### src/rtl/bst_pkg.sv
package bst_pkg;
    localparam int PORT_W     = 64;
    localparam int MASK_W     = 8;
    localparam int BL_W       = 6;
    localparam int ADDR_W     = 30;
    localparam int KEY_W      = PORT_W / 2;
    localparam int ALIGN_BITS = $clog2(MASK_W);
    localparam logic [KEY_W-1:0] PAT_XOR = 32'h5A5A_5A5A;

    typedef enum logic [2:0] {
        S_IDLE, S_WAIT_CAL, S_WAIT_TRIG, S_FILL,
        S_WR_CMD, S_RD_CMD, S_DRAIN, S_DONE
    } state_e;

    typedef struct packed {
        logic refresh;   // bit 2
        logic auto_pre;  // bit 1
        logic is_read;   // bit 0
    } instr_t;

    typedef struct packed {
        instr_t            instr;
        logic [BL_W-1:0]   bl;
        logic [ADDR_W-1:0] addr;
    } cmd_t;

    function automatic logic [ADDR_W-1:0] align_addr(logic [ADDR_W-1:0] a);
        return {a[ADDR_W-1:ALIGN_BITS], {ALIGN_BITS{1'b0}}};
    endfunction

    function automatic logic [PORT_W-1:0] pattern_word(logic [ADDR_W-1:0] a,
                                                       logic [BL_W-1:0] idx);
        logic [KEY_W-1:0] key;
        key = KEY_W'(a) + KEY_W'(idx);
        return {key ^ PAT_XOR, key};
    endfunction
endpackage

### src/rtl/bst_word_ctr.sv
module bst_word_ctr
    import bst_pkg::*;
#(
    parameter int N = 16
) (
    input  logic            clk,
    input  logic            rst,
    input  logic            clr,
    input  logic            step,
    output logic [BL_W-1:0] idx,
    output logic            last
);
    localparam logic [BL_W-1:0] LAST_IDX = BL_W'(N - 1);

    always_ff @(posedge clk) begin
        if (rst || clr) idx <= '0;
        else if (step)  idx <= idx + 1'b1;
    end

    assign last = (idx == LAST_IDX);
endmodule

### src/rtl/bst_cmd_pack.sv
module bst_cmd_pack
    import bst_pkg::*;
#(
    parameter int BURST_WORDS = 16,
    parameter bit AUTO_PRE    = 1'b0
) (
    input  logic              is_read,
    input  logic [ADDR_W-1:0] addr,
    output cmd_t              cmd
);
    always_comb begin
        cmd.instr.refresh  = 1'b0;
        cmd.instr.auto_pre = AUTO_PRE;
        cmd.instr.is_read  = is_read;
        cmd.bl             = BL_W'(BURST_WORDS - 1);
        cmd.addr           = addr;
    end
endmodule

### src/rtl/bst_rd_cmp.sv
module bst_rd_cmp
    import bst_pkg::*;
(
    input  logic              clk,
    input  logic              rst,
    input  logic              pop,
    input  logic [PORT_W-1:0] got,
    input  logic [PORT_W-1:0] want,
    output logic              err
);
    always_ff @(posedge clk) begin
        if (rst)                        err <= 1'b0;
        else if (pop && (got != want))  err <= 1'b1;
    end
endmodule

### src/rtl/burst_wr_rd_tester.sv
module burst_wr_rd_tester
    import bst_pkg::*;
#(
    parameter int BURST_WORDS = 16,
    parameter bit AUTO_PRE    = 1'b0
) (
    input  logic              clk,
    input  logic              rst,
    input  logic              calib_done,
    input  logic              trig,
    input  logic [ADDR_W-1:0] base_addr,
    output logic              cmd_en,
    output logic [2:0]        cmd_instr,
    output logic [BL_W-1:0]   cmd_bl,
    output logic [ADDR_W-1:0] cmd_byte_addr,
    input  logic              cmd_full,
    output logic              wr_en,
    output logic [MASK_W-1:0] wr_mask,
    output logic [PORT_W-1:0] wr_data,
    input  logic              wr_full,
    output logic              rd_en,
    input  logic [PORT_W-1:0] rd_data,
    input  logic              rd_empty,
    output logic              done,
    output logic              pass,
    output logic              err
);
    state_e            state_q, state_d;
    logic [ADDR_W-1:0] addr_q;
    logic              go, fill_step, pop, cmd_push;
    logic [BL_W-1:0]   fill_idx, drain_idx;
    logic              fill_last, drain_last;
    cmd_t              cmd;

    assign go        = trig && (state_q == S_WAIT_TRIG || state_q == S_DONE);
    assign wr_en     = (state_q == S_FILL);
    assign fill_step = wr_en && !wr_full;
    assign cmd_push  = (state_q == S_WR_CMD || state_q == S_RD_CMD) && !cmd_full;
    assign cmd_en    = cmd_push;
    assign pop       = (state_q == S_DRAIN) && !rd_empty;
    assign rd_en     = pop;
    assign wr_mask   = '0;
    assign wr_data   = pattern_word(addr_q, fill_idx);
    assign done      = (state_q == S_DONE);
    assign pass      = done && !err;

    always_comb begin
        state_d = state_q;
        case (state_q)
            S_IDLE:      state_d = S_WAIT_CAL;
            S_WAIT_CAL:  if (calib_done) state_d = S_WAIT_TRIG;
            S_WAIT_TRIG: if (trig) state_d = S_FILL;
            S_FILL:      if (fill_step && fill_last) state_d = S_WR_CMD;
            S_WR_CMD:    if (!cmd_full) state_d = S_RD_CMD;
            S_RD_CMD:    if (!cmd_full) state_d = S_DRAIN;
            S_DRAIN:     if (pop && drain_last) state_d = S_DONE;
            S_DONE:      if (trig) state_d = S_FILL;
            default:     state_d = S_IDLE;
        endcase
    end

    always_ff @(posedge clk) begin
        if (rst) begin
            state_q <= S_IDLE;
            addr_q  <= '0;
        end else begin
            state_q <= state_d;
            if (go) addr_q <= align_addr(base_addr);
        end
    end

    bst_word_ctr #(.N(BURST_WORDS)) u_fill_ctr (
        .clk(clk), .rst(rst), .clr(go), .step(fill_step),
        .idx(fill_idx), .last(fill_last)
    );

    bst_word_ctr #(.N(BURST_WORDS)) u_drain_ctr (
        .clk(clk), .rst(rst), .clr(go), .step(pop),
        .idx(drain_idx), .last(drain_last)
    );

    bst_cmd_pack #(.BURST_WORDS(BURST_WORDS), .AUTO_PRE(AUTO_PRE)) u_pack (
        .is_read(state_q == S_RD_CMD), .addr(addr_q), .cmd(cmd)
    );

    assign cmd_instr     = cmd.instr;
    assign cmd_bl        = cmd.bl;
    assign cmd_byte_addr = cmd.addr;

    bst_rd_cmp u_cmp (
        .clk(clk), .rst(rst), .pop(pop), .got(rd_data),
        .want(pattern_word(addr_q, drain_idx)), .err(err)
    );
endmodule

### config.mk
export PLATFORM = sky130hd
export DESIGN_NAME = burst_wr_rd_tester
export DESIGN_NICKNAME = d
export VERILOG_FILES = /design/src/rtl/bst_pkg.sv /design/src/rtl/bst_word_ctr.sv /design/src/rtl/bst_cmd_pack.sv /design/src/rtl/bst_rd_cmp.sv /design/src/rtl/burst_wr_rd_tester.sv
export SDC_FILE = /design/constraint.sdc
export NUM_CORES = 1
export LEC_CHECK = 0
export ABC_AREA = 1
export BUFFER_PORTS_ARGS = -buffer_cell sky130_fd_sc_hd__buf_4
export CAP_MARGIN = 20
export CORE_UTILIZATION = 44
export DETAILED_ROUTE_END_ITERATION = 10
export PLACE_DENSITY = 0.82
export SLEW_MARGIN = 40
export SYNTH_ARGS = -nofsm -noshare
export SYNTH_HDL_FRONTEND = slang
export SYNTH_SLANG_ARGS = --single-unit
### constraint.sdc
create_clock -name clk -period 2.5 [get_ports clk]
set_input_delay 0.5 -clock clk [delete_from_list [all_inputs] [get_ports clk]]
set_output_delay 0.5 -clock clk [all_outputs]
set_load 0.005 [all_outputs]
==> results.cfg, run 1 <==
[clock_network]
cts_tree = yes
cts.clk_slew.worst_paths_ns = 0.10
clock_path_buffers = 2
htreeDepth = 2
cts.sinks = 43
numCtsBuffers = 5
clock_latency_ns = 0.31
clockRootBuffer = clkbuf_8

[power]
peakVddDrop_uv = 341.2
p_leak_nw = 3.640
comb_power_share_pct = 50.4
power_switching_mw = 1.240
power_frac_seq_pct = 29.9
clock_power_share_pct = 19.7
p_int_mw = 1.860
p_per_area_nw_per_um2 = 422.9
switching_share_pct = 40.00

[synth]
ys_async_sr_fraction_pct = 0
yosys_warnings = 0
synth-xor-area-share_pct = 6.577
ys_seq_area_share_pct = 18.10
yosysUniqueCellTypes = 33
syn_area_sq_um = 4756
synth_compound_area_share_pct = 9.892
yosys.area_share.simple_pct = 45.88
synth.avg_cell_area_sq_um = 5.765
syn-instance-count = 825
synth_top_family_by_area = simple AND/OR/NAND/NOR gates
synthAdderAreaFrac_pct = 2.947
synth-seq-cells = 43
ys.flop_type = dfxtp_1
synth_edf_count = 0
muxShareOfSynthArea_pct = 0

[global_routing]
gr-max-usage-layer = met2
grt_usage_pct = 29.35
use_met2_pct = 52.05
grt_remaining_overflow = 0
grt_util_met1_pct = 34.32
grt_pass1_vias = 5729
grt_use_met3_pct = 5.886
grt_max_degree = 31
antenna_found_initial = 0
grt_pass1_wl_microns = 26310

[critical_path]
r2r-start = addr_q[5]
crit_type = reg2out
worst-r2r-setup-slack_ns = -0.12
r2r-end = u_cmp.err
crit_required_ns = 2.00
startpoint_type = register
cp.arrival_ns = 2.17
cp-end-kind = output pin
r2r_cells = 17
crit_fanout = 3

[floorplanning]
dieArea_sq_um = 11230
die_w_microns = 106.0
ios = 218
rows = 37
chipHeight_microns = 106.0
core_sq_um = 10420
start_util_pct = 45.66

[sta]
fin_skew_ns = 0.007669
fmax_mhz = 374.1
finalWorstSetupSlack_ns = -0.1730
period_share_pct = 106.9
rsz0062_at_grt = true
setup_violations = 26
setup_tns_ns = -2.494
drv_slew = 0
hold_viol = 0
fin_crit_ns = 2.673

[place]
gp_congestion = 0.9841
place_hpwl_microns = 13540
place_area_sq_um = 6579
io_buffers = 193

[hold_path]
holdCritStartpoint = rst
hold_path_depth = 2
min_path_type = in2reg
min_to = u_cmp.err

[run_status]
violations = negative setup slack
outcome = finished, violations left

[detailed_routing]
firstDrtPassIters = 5
drc = 0
wirelength_microns = 17970
wl_per_cell_microns = 14.94
drt_iter0_drc = 410
antenna_left = 0
vias = 6243
vias_per_cell = 5.190

[finish]
design_area_sq_um = 7330
area_growth_syn_to_layout_pct = 54.12
finish.utilization_pct = 70.37
final_nets = 1177
drive_gt1_share_pct = 36.64
diodes = 0

[job]
max-cap-violations = 0
## cell type report
class / instances / area (sq um)
sequential: 43 / 883.3
clock buffer: 5 / 68.82
multi-input combinational: 635 / 3646
timing repair buffer: 264 / 2069
fill: 804 / 3087
clock inverter: 3 / 47.55
tap: 136 / 170.2
inverter: 117 / 444.2
## what timing repair did
action	4_1_cts	5_1_grt
pin swaps	17	10
setup buffers	10	6
setup endpoints to repair	47	46
gates resized for setup	88	48
hold buffers	0	0
cloned	0	1
## layout by cell type (no fill, tap or decap), drive strengths merged, types with 2 or more instances in the layout
cell and n:
nand4 8, nand3b 28, ha 8, xor2 26
o21a 2, nand2 244, xnor2 2, o21ai 41
xnor3 3, buf 264, conb 21, and2 2
a21oi 47, clkbuf 5, fa 2, dfxtp 43
nor2 91, nand3 99, inv 118, nor3 7
## sequential cells by signal, indices dropped and copies added, names as in the netlist
signal,flops
addr_q,27
state_q,3
u_drain_ctr.idx,6
u_fill_ctr.idx,6
u_cmp.err,1
## critical path, cell delays in order (launching register included)
cell and delay [ns]:
dfxtp_4 0.37, ha_4 0.29, a21oi_2 0.06, and2_4 0.16
inv_2 0.06, nand2_2 0.07, nor2_4 0.14, inv_2 0.06
nor3_2 0.10, buf_4 0.17, nand2_4 0.06, xor2_2 0.14
inv_1 0.06, buf_6 0.11
## per-stage QoR
stage	power [mW]	setup WS, ns	std cells	hold WS (ns)
after detailed placement	2.341	-0.1936	1184	0.4651
after global placement	2.313	-0.1120	1184	0.4565
after floorplan	1.644	0.07617	844	0.4540
after CTS	3.015	-0.1368	1199	0.3573
final	3.100	-0.1730	1203	0.3636
after global routing	3.273	-0.2590	1203	0.3635
## synthesized netlist by cell type, drive strengths merged (2+ instances only)
library cell  number  area share (%)
a21oi             47             4.9
nand3             99              11
clkbuf             8            0.63
nor3               7            0.84
o21a               2            0.32
conb               2            0.16
nand2            244              20
and2               2            0.26
nand4              8             1.1
xnor2              2            0.37
buf               42             6.6
inv              117             9.2
ha                 8             2.1
xnor3              3             1.4
o21ai             41             4.3
nand3b            28             4.4
fa                 2            0.84
xor2              26             4.8
dfxtp             43              18
nor2              90             8.4
## logic make-up after synthesis
family	after synthesis
compound gates	92
other cells	2
simple gates	480
flops	43
buf+inv	167
xor+xnor	31
fa+ha+maj	10
## worst max-delay path by stage
| stage | startpoint | to | slack, ns |
|---|---|---|---|
| 2_1_floorplan | addr_q[3] | wr_data[61] | 0.08 |
| 3_3_place_gp | addr_q[3] | u_cmp.err | -0.11 |
| 3_5_place_dp | addr_q[3] | u_cmp.err | -0.19 |
| 4_1_cts | addr_q[5] | wr_data[28] | -0.14 |
| 5_1_grt | addr_q[3] | u_cmp.err | -0.26 |
| 6_report | addr_q[5] | wr_data[28] | -0.17 |
## per-layer routing
metal  vias up  routed length (microns)  share of wire, %
li1       3039                        -                 -
met1      2827                     6758                38
met2       331                     9006                50
met3        46                     1620               9.0
met4         0                      584               3.2
met5         -                        0                 0
## power groups by stage
| stage | combinational, mW | sequential, mW | clock, mW |
|---|---|---|---|
| detailed placement | 1.43 | 0.911 | 0 |
| finish | 1.56 | 0.928 | 0.611 |
| global placement | 1.40 | 0.911 | 0 |
| CTS | 1.49 | 0.908 | 0.615 |
| floorplan | 0.728 | 0.916 | 0 |
| global route | 1.70 | 0.933 | 0.639 |
(Power assumes the default switching activity.)
==> run 2, diff against run 1 <==
Settings changed: CORE_UTILIZATION 44 to 45, SYNTH_HIERARCHICAL set to 1.
==> run 2 against run 1 <==
The run still ends with negative setup slack left; sequential power shrank 11%; critical path depth shrank 3; cell count grew 4.1%; register-to-register slack gained 0.04 ns; count of clock-buffer cells in the layout grew 1; critical endpoint is now wr_data[21].
==> results.cfg, run 2 <==
[detailed_routing]
wirelength_microns = 15290
firstDrtPassIters = 5
vias_per_cell = 4.673
drt_iter0_drc = 333
wl_per_cell_microns = 12.21
vias = 5850
drc = 0
antenna_left = 0

[critical_path]
cp-end-kind = output pin
r2r_cells = 18
cp_slowest_stage_delay_ns = 0.36
crit_type = reg2out
crit_slowest_cell = dfxtp_2
cp.arrival_ns = 2.12
cp_cell_sequence = buf_6, ha_4, fa_2, nand2_2, a21oi_4, nand2_4, nor2_4, nand2_2, xor2_2, buf_4
crit_fanout = 4
path_common_cell = nand2_2
crit_required_ns = 2.00
startpoint_type = register
worst-r2r-setup-slack_ns = -0.08

[synth]
synthTopCellsByCount = nand2_1 (264), inv_1 (168), nor2_1 (126)
synth_most_common_cell = nand2_1
ys_async_sr_fraction_pct = 0
synth_edf_count = 0
synth.avg_cell_area_sq_um = 5.600
synth-seq-cells = 43
ys_seq_area_share_pct = 16.89
synth_top_area_cell = nand2_1
ys.flop_type = dfxtp_1
synth.top_cell.area_share_pct = 19.45
yosysUniqueCellTypes = 31
syn_area_sq_um = 5096
synthTopCellsByArea = nand2_1 (19%), dfxtp_1 (17%), inv_1 (12%), buf_4 (10%), nor2_1 (9.3%)
yosys_warnings = 6
syn-instance-count = 910

[global_routing]
grt_usage_pct = 25.66
grt_remaining_overflow = 0
grt_max_degree = 42
grt_pass1_vias = 5211
grt_pass1_wl_microns = 23560
antenna_found_initial = 0

[power]
clock_power_share_pct = 27.6
power_frac_seq_pct = 32.6
peakVddDrop_uv = 293.1
comb_power_share_pct = 39.9
p_int_mw = 1.635
power_switching_mw = 0.8884
p_leak_nw = 4.052
p_total_mw = 2.523
p_per_area_nw_per_um2 = 348.0
switching_share_pct = 35.21

[clock_network]
htreeDepth = 2
cts_tree = yes
clock_latency_ns = 0.29
clockRootBuffer = clkbuf_16
cts.clk_slew.worst_paths_ns = 0.07
cts.sinks = 43
clock_path_buffers = 2
numCtsBuffers = 5

[place]
pre_cts_ws_ns = -0.2567
io_buffers = 193
dp.cells = 1233
place_area_sq_um = 6598
place_hpwl_microns = 12160
gp_congestion = 0.8421

[floorplanning]
start_util_pct = 46.60
rows = 38
core_sq_um = 10940
ios = 218
die_w_microns = 108.4
dieArea_sq_um = 11750
chipHeight_microns = 108.4

[job]
max-cap-violations = 0

[finish]
final_cell_mix = nand2_1 (246), buf_4 (239), inv_1 (165), nor2_1 (117), dfxtp_1 (40)
num-fill-cells = 980
diodes = 0
final_nets = 1222
largest_register_ffs = 27
finish.utilization_pct = 66.30
fin_cells = 1252
design_area_sq_um = 7251
reg_top3 = addr_q (27), u_drain_ctr/idx (6), u_fill_ctr/idx (6)
area_growth_syn_to_layout_pct = 42.28
regMostFlops = addr_q
layout_commonest_cell = nand2_1
drive_gt1_share_pct = 34.71

[sta]
drv_slew = 0
finalWorstSetupSlack_ns = -0.1189
fin_crit_ns = 2.619
fin_skew_ns = 0.005484
hold_viol = 0
setup_tns_ns = -1.104
holdWs_ns = 0.4651
tightest_slew_ns = 0.5113
rsz0062_at_grt = true
fmax_mhz = 381.8
setup_violations = 21
slew_headroom_pct = 65.87
period_share_pct = 104.8

[run_status]
violations = negative setup slack
outcome = finished, violations left

[hold_path]
min_path_type = in2reg
hold_path_depth = 3
==> run 2: cell types whose count changed in the layout (fill, tap and decap cells not counted), moves of 10 or more <==
cell,previous run,this run
nor2_1,56,117
inv_1,106,165
nand3_1,88,29
nand3b_1,28,0
nand2_1,223,246
nand2_2,14,30
o21ai_0,40,25
xor2_1,10,23
buf_6,20,10
==> run 2: cells by family after synthesis <==
logic type	after synthesis	share of synthesized area [%]
AO/OA/AOI/OAI	67	6.801
buffers and inverters	258	24.09
other	3	0.2210
adder cells (fa/ha/maj)	10	2.750
XOR/XNOR	47	8.225
AND/OR/NAND/NOR	482	41.03
flip-flops	43	16.89
==> run 2: worst max-delay path, delay by kind of cell (launching register included) <==
kind	cells	cell delay, ns
xor+xnor	1	0.18
flops	1	0.36
compound gates	1	0.24
buf+inv	2	0.26
fa+ha+maj	2	0.33
simple gates	4	0.46
==> run 2: layout make-up <==
cell class | instances | area, sq um | share of cell area, %
inverter | 183 | 686.9 | 9.474
timing repair buffer | 249 | 1907 | 26.30
clock inverter | 2 | 16.27 | 0.2243
multi-input combinational | 629 | 3462 | 47.75
sequential | 43 | 864.6 | 11.92
tap | 140 | 175.2 | 2.416
clock buffer | 6 | 138.9 | 1.915
==> run 2: path summary, 6_finish.rpt <==
| kind | startpoint | to |
|---|---|---|
| setup reg to reg | u_drain_ctr/idx[3] | u_cmp/err |
| hold / removal | base_addr[5] | addr_q[5] |
| hold reg to reg | state_q[2] | state_q[2] |
| setup / recovery | addr_q[3] | wr_data[21] |
==> run 2: routing by layer <==
layer / global-route usage (%) / share of wire (%) / vias to the layer above
met3: 3.918 / 7.8 / 22
met4: 8.784 / 1.8 / 0
li1: - / - / 2981
met2: 48.78 / 52 / 230
met1: 28.67 / 38 / 2617
met5: 0 / 0 / -
==> run 2: repair_timing <==
item,4_1_cts,5_1_grt
pin swaps,15,33
setup endpoints to repair,47,40
gates resized for setup,55,37
hold buffers,0,0
setup buffers,7,4
==> run 2: power groups by stage <==
stage               combinational [mW]  clock (mW)  sequential [mW]
CTS                              0.976       0.696            0.819
global route                      1.12       0.726            0.831
floorplan                        0.593           0            0.811
detailed placement               0.938           0            0.832
global placement                 0.919           0            0.831
finish                            1.01       0.695            0.822
